File: src/rtl/sfu_pkg.sv
package sfu_pkg;
  localparam int DATA_W = 8;
  localparam int NIB_W  = DATA_W / 2;
  localparam int STAT_W = 8;
  localparam int IMPL_W = 5;
  localparam int FIX_W  = STAT_W - IMPL_W;

  localparam int POS_C = 0;
  localparam int POS_Z = 1;
  localparam int POS_N = 2;
  localparam int POS_I = 3;
  localparam int POS_H = 4;

  typedef enum logic [2:0] {
    OP_ADD   = 3'd0,
    OP_ADC   = 3'd1,
    OP_LOGIC = 3'd2,
    OP_LOAD  = 3'd3,
    OP_SUB   = 3'd4,
    OP_CMP   = 3'd5,
    OP_RSV6  = 3'd6,
    OP_RSV7  = 3'd7
  } op_class_e;

  typedef struct packed {
    logic h;
    logic c;
  } add_carry_t;

  // Carries of a + b + cin: nibble boundary and byte boundary
  function automatic add_carry_t add_carries(input logic [DATA_W-1:0] a,
                                             input logic [DATA_W-1:0] b,
                                             input logic              cin);
    logic [NIB_W:0]  lo;
    logic [DATA_W:0] full;
    add_carry_t      r;
    lo   = {1'b0, a[NIB_W-1:0]} + {1'b0, b[NIB_W-1:0]} + {{NIB_W{1'b0}}, cin};
    full = {1'b0, a} + {1'b0, b} + {{DATA_W{1'b0}}, cin};
    r.h  = lo[NIB_W];
    r.c  = full[DATA_W];
    return r;
  endfunction

  // Unsigned borrow of a - b
  function automatic logic sub_borrow(input logic [DATA_W-1:0] a,
                                      input logic [DATA_W-1:0] b);
    logic [DATA_W:0] diff;
    diff = {1'b0, a} - {1'b0, b};
    return diff[DATA_W];
  endfunction

  function automatic logic is_zero(input logic [DATA_W-1:0] v);
    return (v == '0);
  endfunction

  function automatic logic is_neg(input logic [DATA_W-1:0] v);
    return v[DATA_W-1];
  endfunction
endpackage

File: src/rtl/sfu_flag_eval.sv
module sfu_flag_eval
  import sfu_pkg::*;
(
  input  logic              op_valid,
  input  logic [2:0]        op_class,
  input  logic [DATA_W-1:0] alu_a,
  input  logic [DATA_W-1:0] alu_b,
  input  logic [DATA_W-1:0] alu_res,
  input  logic              c_now,
  output logic              upd_nz,
  output logic              upd_c,
  output logic              upd_h,
  output logic              nxt_n,
  output logic              nxt_z,
  output logic              nxt_c,
  output logic              nxt_h
);
  op_class_e  cls;
  logic       is_add, is_sub, is_nzonly;
  logic       add_cin;
  add_carry_t add_cy;
  logic       borrow;

  assign cls       = op_class_e'(op_class);
  assign is_add    = (cls == OP_ADD) || (cls == OP_ADC);
  assign is_sub    = (cls == OP_SUB) || (cls == OP_CMP);
  assign is_nzonly = (cls == OP_LOGIC) || (cls == OP_LOAD);
  assign add_cin   = (cls == OP_ADC) ? c_now : 1'b0;

  assign add_cy = add_carries(alu_a, alu_b, add_cin);
  assign borrow = sub_borrow(alu_a, alu_b);

  assign upd_nz = op_valid && (is_add || is_sub || is_nzonly);
  assign upd_c  = op_valid && (is_add || is_sub);
  assign upd_h  = op_valid && is_add;

  assign nxt_n = is_neg(alu_res);
  assign nxt_z = is_zero(alu_res);

  always_comb begin
    nxt_c = c_now;
    nxt_h = 1'b0;
    if (is_add) begin
      nxt_c = add_cy.c;
      nxt_h = add_cy.h;
    end else if (is_sub) begin
      nxt_c = borrow;
    end
  end
endmodule

File: src/rtl/sfu_result_flags.sv
module sfu_result_flags
  import sfu_pkg::*;
(
  input  logic              clk,
  input  logic              rst_n,
  input  logic              restore_en,
  input  logic [STAT_W-1:0] restore_byte,
  input  logic              upd_nz,
  input  logic              upd_c,
  input  logic              upd_h,
  input  logic              nxt_n,
  input  logic              nxt_z,
  input  logic              nxt_c,
  input  logic              nxt_h,
  input  logic [DATA_W-1:0] alu_res,
  output logic              flag_h,
  output logic              flag_n,
  output logic              flag_z,
  output logic              flag_c
);
  // No reset on purpose: a reset leaves these four flags untouched
  always_ff @(posedge clk) begin
    if (restore_en) begin
      flag_h <= restore_byte[POS_H];
      flag_n <= restore_byte[POS_N];
      flag_z <= restore_byte[POS_Z];
      flag_c <= restore_byte[POS_C];
    end else begin
      if (upd_h)  flag_h <= nxt_h;
      if (upd_c)  flag_c <= nxt_c;
      if (upd_nz) begin
        flag_n <= nxt_n;
        flag_z <= nxt_z;
      end
    end
  end

  a_r8_restore_loads: assert property (@(posedge clk) disable iff (!rst_n)
    restore_en |=> ({flag_h, flag_n, flag_z, flag_c} ==
                    {$past(restore_byte[POS_H]), $past(restore_byte[POS_N]),
                     $past(restore_byte[POS_Z]), $past(restore_byte[POS_C])}));

  a_r3_idle_holds: assert property (@(posedge clk) disable iff (!rst_n)
    (!restore_en && !upd_nz && !upd_c && !upd_h)
      |=> $stable({flag_h, flag_n, flag_z, flag_c}));

  a_r4_zero_tracks_result: assert property (@(posedge clk) disable iff (!rst_n)
    (!restore_en && upd_nz) |=> (flag_z == ($past(alu_res) == '0)));

  a_r7_h_only_on_add: assert property (@(posedge clk) disable iff (!rst_n)
    (!restore_en && !upd_h) |=> $stable(flag_h));

  a_r7_c_kept_without_arith: assert property (@(posedge clk) disable iff (!rst_n)
    (!restore_en && !upd_c) |=> $stable(flag_c));
endmodule

File: src/rtl/sfu_mask_ctrl.sv
module sfu_mask_ctrl (
  input  logic clk,
  input  logic rst_n,
  input  logic restore_en,
  input  logic restore_bit,
  input  logic imask_set,
  input  logic imask_clr,
  output logic imask
);
  logic mask_cmd;
  assign mask_cmd = imask_set || imask_clr;

  always_ff @(posedge clk or negedge rst_n) begin
    if (!rst_n)          imask <= 1'b1;
    else if (restore_en) imask <= restore_bit;
    else if (imask_set)  imask <= 1'b1;
    else if (imask_clr)  imask <= 1'b0;
  end

  a_r9_set_wins: assert property (@(posedge clk) disable iff (!rst_n)
    (!restore_en && imask_set) |=> imask);

  a_r9_clear_only: assert property (@(posedge clk) disable iff (!rst_n)
    (!restore_en && imask_clr && !imask_set) |=> !imask);

  a_r9_ops_keep_mask: assert property (@(posedge clk) disable iff (!rst_n)
    (!restore_en && !mask_cmd) |=> $stable(imask));

  a_r8_restore_mask: assert property (@(posedge clk) disable iff (!rst_n)
    restore_en |=> (imask == $past(restore_bit)));
endmodule

File: src/rtl/status_flag_unit.sv
module status_flag_unit
  import sfu_pkg::*;
(
  input  logic              clk,
  input  logic              rst_n,
  input  logic              op_valid,
  input  logic [2:0]        op_class,
  input  logic [DATA_W-1:0] alu_a,
  input  logic [DATA_W-1:0] alu_b,
  input  logic [DATA_W-1:0] alu_res,
  input  logic              imask_set,
  input  logic              imask_clr,
  input  logic              restore_en,
  input  logic [STAT_W-1:0] restore_byte,
  output logic [STAT_W-1:0] status_byte
);
  logic upd_nz, upd_c, upd_h;
  logic nxt_n, nxt_z, nxt_c, nxt_h;
  logic flag_h, flag_n, flag_z, flag_c, flag_i;

  sfu_flag_eval u_eval (
    .op_valid (op_valid),
    .op_class (op_class),
    .alu_a    (alu_a),
    .alu_b    (alu_b),
    .alu_res  (alu_res),
    .c_now    (flag_c),
    .upd_nz   (upd_nz),
    .upd_c    (upd_c),
    .upd_h    (upd_h),
    .nxt_n    (nxt_n),
    .nxt_z    (nxt_z),
    .nxt_c    (nxt_c),
    .nxt_h    (nxt_h)
  );

  sfu_result_flags u_flags (
    .clk          (clk),
    .rst_n        (rst_n),
    .restore_en   (restore_en),
    .restore_byte (restore_byte),
    .upd_nz       (upd_nz),
    .upd_c        (upd_c),
    .upd_h        (upd_h),
    .nxt_n        (nxt_n),
    .nxt_z        (nxt_z),
    .nxt_c        (nxt_c),
    .nxt_h        (nxt_h),
    .alu_res      (alu_res),
    .flag_h       (flag_h),
    .flag_n       (flag_n),
    .flag_z       (flag_z),
    .flag_c       (flag_c)
  );

  sfu_mask_ctrl u_mask (
    .clk         (clk),
    .rst_n       (rst_n),
    .restore_en  (restore_en),
    .restore_bit (restore_byte[POS_I]),
    .imask_set   (imask_set),
    .imask_clr   (imask_clr),
    .imask       (flag_i)
  );

  always_comb begin
    status_byte        = '1;
    status_byte[POS_H] = flag_h;
    status_byte[POS_I] = flag_i;
    status_byte[POS_N] = flag_n;
    status_byte[POS_Z] = flag_z;
    status_byte[POS_C] = flag_c;
  end

  a_r5_add_carry: assert property (@(posedge clk) disable iff (!rst_n)
    (!restore_en && op_valid && (op_class == 3'd0) && (alu_a == 8'hFF) && (alu_b != 8'h00))
      |=> status_byte[POS_C]);

  a_r6_sub_borrow: assert property (@(posedge clk) disable iff (!rst_n)
    (!restore_en && op_valid && ((op_class == 3'd4) || (op_class == 3'd5)) && (alu_a == alu_b))
      |=> !status_byte[POS_C]);
endmodule

File: config.mk
export PLATFORM = sky130hd
export DESIGN_NAME = status_flag_unit
export DESIGN_NICKNAME = d
export VERILOG_FILES = /design/src/rtl/sfu_pkg.sv /design/src/rtl/sfu_flag_eval.sv /design/src/rtl/sfu_result_flags.sv /design/src/rtl/sfu_mask_ctrl.sv /design/src/rtl/status_flag_unit.sv
export SDC_FILE = /design/constraint.sdc
export NUM_CORES = 1
export LEC_CHECK = 0
export CORE_MARGIN = 2
export CORE_UTILIZATION = 38
export CTS_CLUSTER_SIZE = 28
export DETAILED_ROUTE_END_ITERATION = 10
export GPL_TIMING_DRIVEN = 0
export PLACE_DENSITY = 0.83
export SLEW_MARGIN = 30
export SYNTH_ARGS = -nofsm -noshare
export SYNTH_HDL_FRONTEND = slang
export SYNTH_SLANG_ARGS = --single-unit
File: constraint.sdc
create_clock -name clk -period 2.7 [get_ports clk]
set_input_delay 0.675 -clock clk [delete_from_list [all_inputs] [get_ports clk]]
set_output_delay 0.675 -clock clk [all_outputs]
set_load 0.02 [all_outputs]
==> flow_metrics.env <==
export IMPL_cp_buffers_inverters=2
export IMPL_synth_area_leaders="ha_1 27%, edfxtp_1 16%, buf_4 8.2%"
export IMPL_post_drt_via_cell_ratio=4.74
export IMPL_end_kind="flip-flop"
export IMPL_synth_top_area_cell="ha_1"
export IMPL_cap_violations=0
export IMPL_clockBufferDepth=2
export IMPL_drc=0
export IMPL_crit_type="input port to flip-flop"
export IMPL_hp_class="flip-flop to flip-flop"
export IMPL_die_area_sq_um=2300
export IMPL_fin_nets=189
export IMPL_cp_max_fo=4
export IMPL_cp_data_arrival_time_ns=2.43
export IMPL_worst_clock_skew_ns=0.0000978
export IMPL_synth_seq_area_share_pct=19.9
export IMPL_vias=740
export IMPL_hold_ws_ns=0.579
export IMPL_dr_pass1_iters=4
export IMPL_grt_pass1_vias=724
export IMPL_grt_max_degree=11
export IMPL_ys_ff_latch=5
export IMPL_io_buffers=42
export IMPL_synthToLayoutAreaGrowth_pct=66.0
export IMPL_start_util_pct=41.3
export IMPL_startpoint_type="input port"
export IMPL_clock_latency_ns=0.25
export IMPL_internal_power_w=0.000254
export IMPL_synth_cell_types=32
export IMPL_antenna_found_initial=0
export IMPL_coreArea_sq_um=1780
export IMPL_ctsHtreeMaxLevel=1
export IMPL_cts_tree="yes"
export IMPL_synthCells=83
export IMPL_track_usage_pct=17.8
export IMPL_syn_area_per_cell_sq_um=8.86
export IMPL_crit_slowest_cell="or4_4"
export IMPL_crit_chain="clkdlybuf4s50_1 -> inv_1 -> ha_1 -> or4_4 -> nor2_1 -> a2111oi_1 -> o221ai_2"
export IMPL_status="complete, no violations"
export IMPL_ys_flop_type="edfxtp_1"
export IMPL_synth_edf_count=4
export IMPL_cts_setup_buffers=0
export IMPL_clock_fmax_ghz=0.429
export IMPL_gp_routability_congestion=0.670
export IMPL_p_sw_w=0.000106
export IMPL_rrSetupSlack_ns=1.27
export IMPL_cts_root_buffer_cell="clkbuf_4"
export IMPL_clkTransAtPathRegs_ns=0.05
export IMPL_yosys_warnings=0
export IMPL_dpl_cell_count=152
export IMPL_die_x_microns=48
export IMPL_dpl_hpwl_mm=1.61
export IMPL_swShare_pct=29.4
export IMPL_yosysTopAreaCellShare_pct=27.2
export IMPL_ir_drop_v=0.000169
export IMPL_diodes=0
export IMPL_cts_buffers=3
export IMPL_setup_viol=0
export IMPL_p_per_area_nw_per_um2=294
export IMPL_grt_ovfl_total=0
export IMPL_grt_pass1_wl_mm=2.87
export IMPL_cts_resized=0
export IMPL_wl_per_cell_microns=11.8
export IMPL_power_share_clock_pct=26.3
export IMPL_synth_area_sq_um=736
export IMPL_grt_setup_unrepaired="no"
export IMPL_ios=49
export IMPL_final_instance_count_excl_fill=156
export IMPL_period_needed_ns=2.33
export IMPL_drive_gt1_share_pct=13.0
export IMPL_p_comb_share_pct=46.8
export IMPL_critPathMaxStageDelay_ns=0.55
export IMPL_rows=15
export IMPL_cp_required_ns=2.80
export IMPL_ctsHoldBuffers=0
export IMPL_hold_viol_final=0
export IMPL_tns_ns=0
export IMPL_fin_crit_sh_pct=86.4
export IMPL_pwr_share_seq_pct=26.9
export IMPL_ys_async_sr_fraction_pct=20.0
export IMPL_routed_wl_mm=1.84
export IMPL_path_delay_family="simple AND/OR/NAND/NOR gates"
export IMPL_slew_violations=0
export IMPL_die_h_microns=48
export IMPL_cts_sinks=5
export IMPL_p_leak_nw=0.552
export IMPL_drtAntennaViolNets=0
export IMPL_drt_iter0_markers=11
worst register-to-register path: stages, from the launching register on:
cell and delay [ns]:
edfxtp_1 0.38, nand4bb_1 0.10, a31oi_1 0.12, a2111oi_1 0.43, o221ai_2 0.13
layer usage:
metal / GRT usage [%] / share of wire [%] / wire length [microns] / up-vias
met5: 0 / 0 / 0 / -
met4: 10.8 / 2.8 / 51 / 0
met3: 0.755 / 5.4 / 100 / 6
met2: 32.0 / 52 / 950 / 29
met1: 20.5 / 40 / 733 / 324
li1: - / - / - / 381
through the flow:
| stage | setup WS (ns) | cell area, sq um | total power [W] | utilization (%) |
|---|---|---|---|---|
| floorplan | 0.688 | 743 | 0.000180 | - |
| global placement | 0.126 | 1190 | 0.000262 | 67.0 |
| detailed placement | 0.103 | 1190 | 0.000267 | 67.0 |
| CTS | 0.362 | 1220 | 0.000365 | 68.5 |
| global route | 0.271 | 1220 | 0.000386 | 68.5 |
| finish | 0.366 | 1220 | 0.000360 | 68.5 |
layout by cell type (no fill, tap or decap):
cell | synthesis | routed
clkdlybuf4s50_1 | 0 | 42
ha_1 | 16 | 16
inv_1 | 13 | 13
buf_4 | 8 | 8
nand2_1 | 4 | 4
edfxtp_1 | 4 | 4
a21o_1 | 3 | 3
nand2b_1 | 3 | 3
o21ai_1 | 3 | 3
conb_1 | 1 | 3
clkbuf_4 | 0 | 3
clkbuf_1 | 1 | 2
a31oi_1 | 2 | 2
nor2_1 | 2 | 2
o21a_1 | 2 | 2
a21oi_1 | 2 | 2
nor4_1 | 2 | 2
or3_1 | 1 | 1
nand4bb_1 | 1 | 1
or4_4 | 1 | 1
or3b_2 | 1 | 1
inv_2 | 1 | 1
a21oi_2 | 1 | 1
a2111oi_1 | 1 | 1
nor2b_1 | 1 | 1
o31ai_1 | 1 | 1
a211oi_1 | 1 | 1
o211ai_1 | 1 | 1
a2111o_1 | 1 | 1
o221ai_2 | 1 | 1
mux2_1 | 1 | 1
o21bai_1 | 1 | 1
o2bb2a_1 | 1 | 1
dfstp_2 | 1 | 1
kinds of logic (layout without fill, tap and decap cells):
kind of cell	count (synthesis)	count (layout)	share of synthesized area [%]
DFF	5	5	19.9
buffers and inverters	23	69	15.8
other	1	3	0.510
adders and majority gates	16	16	27.2
and+or+nand+nor	16	16	13.3
muxes	1	1	1.53
AOI/OAI and AO/OA	21	21	21.8
cell usage after synthesis, types with 2 or more instances:
| cell | number |
|---|---|
| inv_1 | 13 |
| a21oi_1 | 2 |
| nand2b_1 | 3 |
| nor2_1 | 2 |
| edfxtp_1 | 4 |
| o21a_1 | 2 |
| buf_4 | 8 |
| a31oi_1 | 2 |
| ha_1 | 16 |
| nand2_1 | 4 |
| o21ai_1 | 3 |
| nor4_1 | 2 |
| a21o_1 | 3 |
flip-flops by register name (all words and copies together), names as in the netlist:
signal,flops
u_flags.flag_c,1
u_flags.flag_h,1
u_flags.flag_n,1
u_flags.flag_z,1
u_mask.imask,1
area by class of cell:
cell class                      count  area, sq um
Buffer                              9         63.8
Clock buffer                        4         26.3
Multi-Input combinational cell     57          480
Sequential cell                     5          146
Tap cell                           25         31.3
Inverter                           14         52.6
Fill cell                         145          562
Timing Repair Buffer               42          420
worst paths after layout:
kind | start | endpoint | cells after the start
worst max-delay path | alu_b[6] | u_flags.flag_c | 7
min in group asynchronous | rst_n | u_mask.imask | 1
worst min-delay path | u_mask.imask | u_mask.imask | 2
max in group asynchronous | rst_n | u_mask.imask | 1
worst min register to register | u_mask.imask | u_mask.imask | 2
worst max register to register | u_flags.flag_c | u_flags.flag_c | 4
power groups by stage:
| stage | clock (W) | sequential, W | combinational, W |
|---|---|---|---|
| after floorplan | 0 | 0.0000975 | 0.0000823 |
| after global placement | 0 | 0.0000983 | 0.000164 |
| after detailed placement | 0 | 0.0000987 | 0.000168 |
| after CTS | 0.0000984 | 0.0000970 | 0.000169 |
| after global routing | 0.000103 | 0.0000976 | 0.000185 |
| final | 0.0000944 | 0.0000969 | 0.000168 |
(Power assumes the default switching activity.)
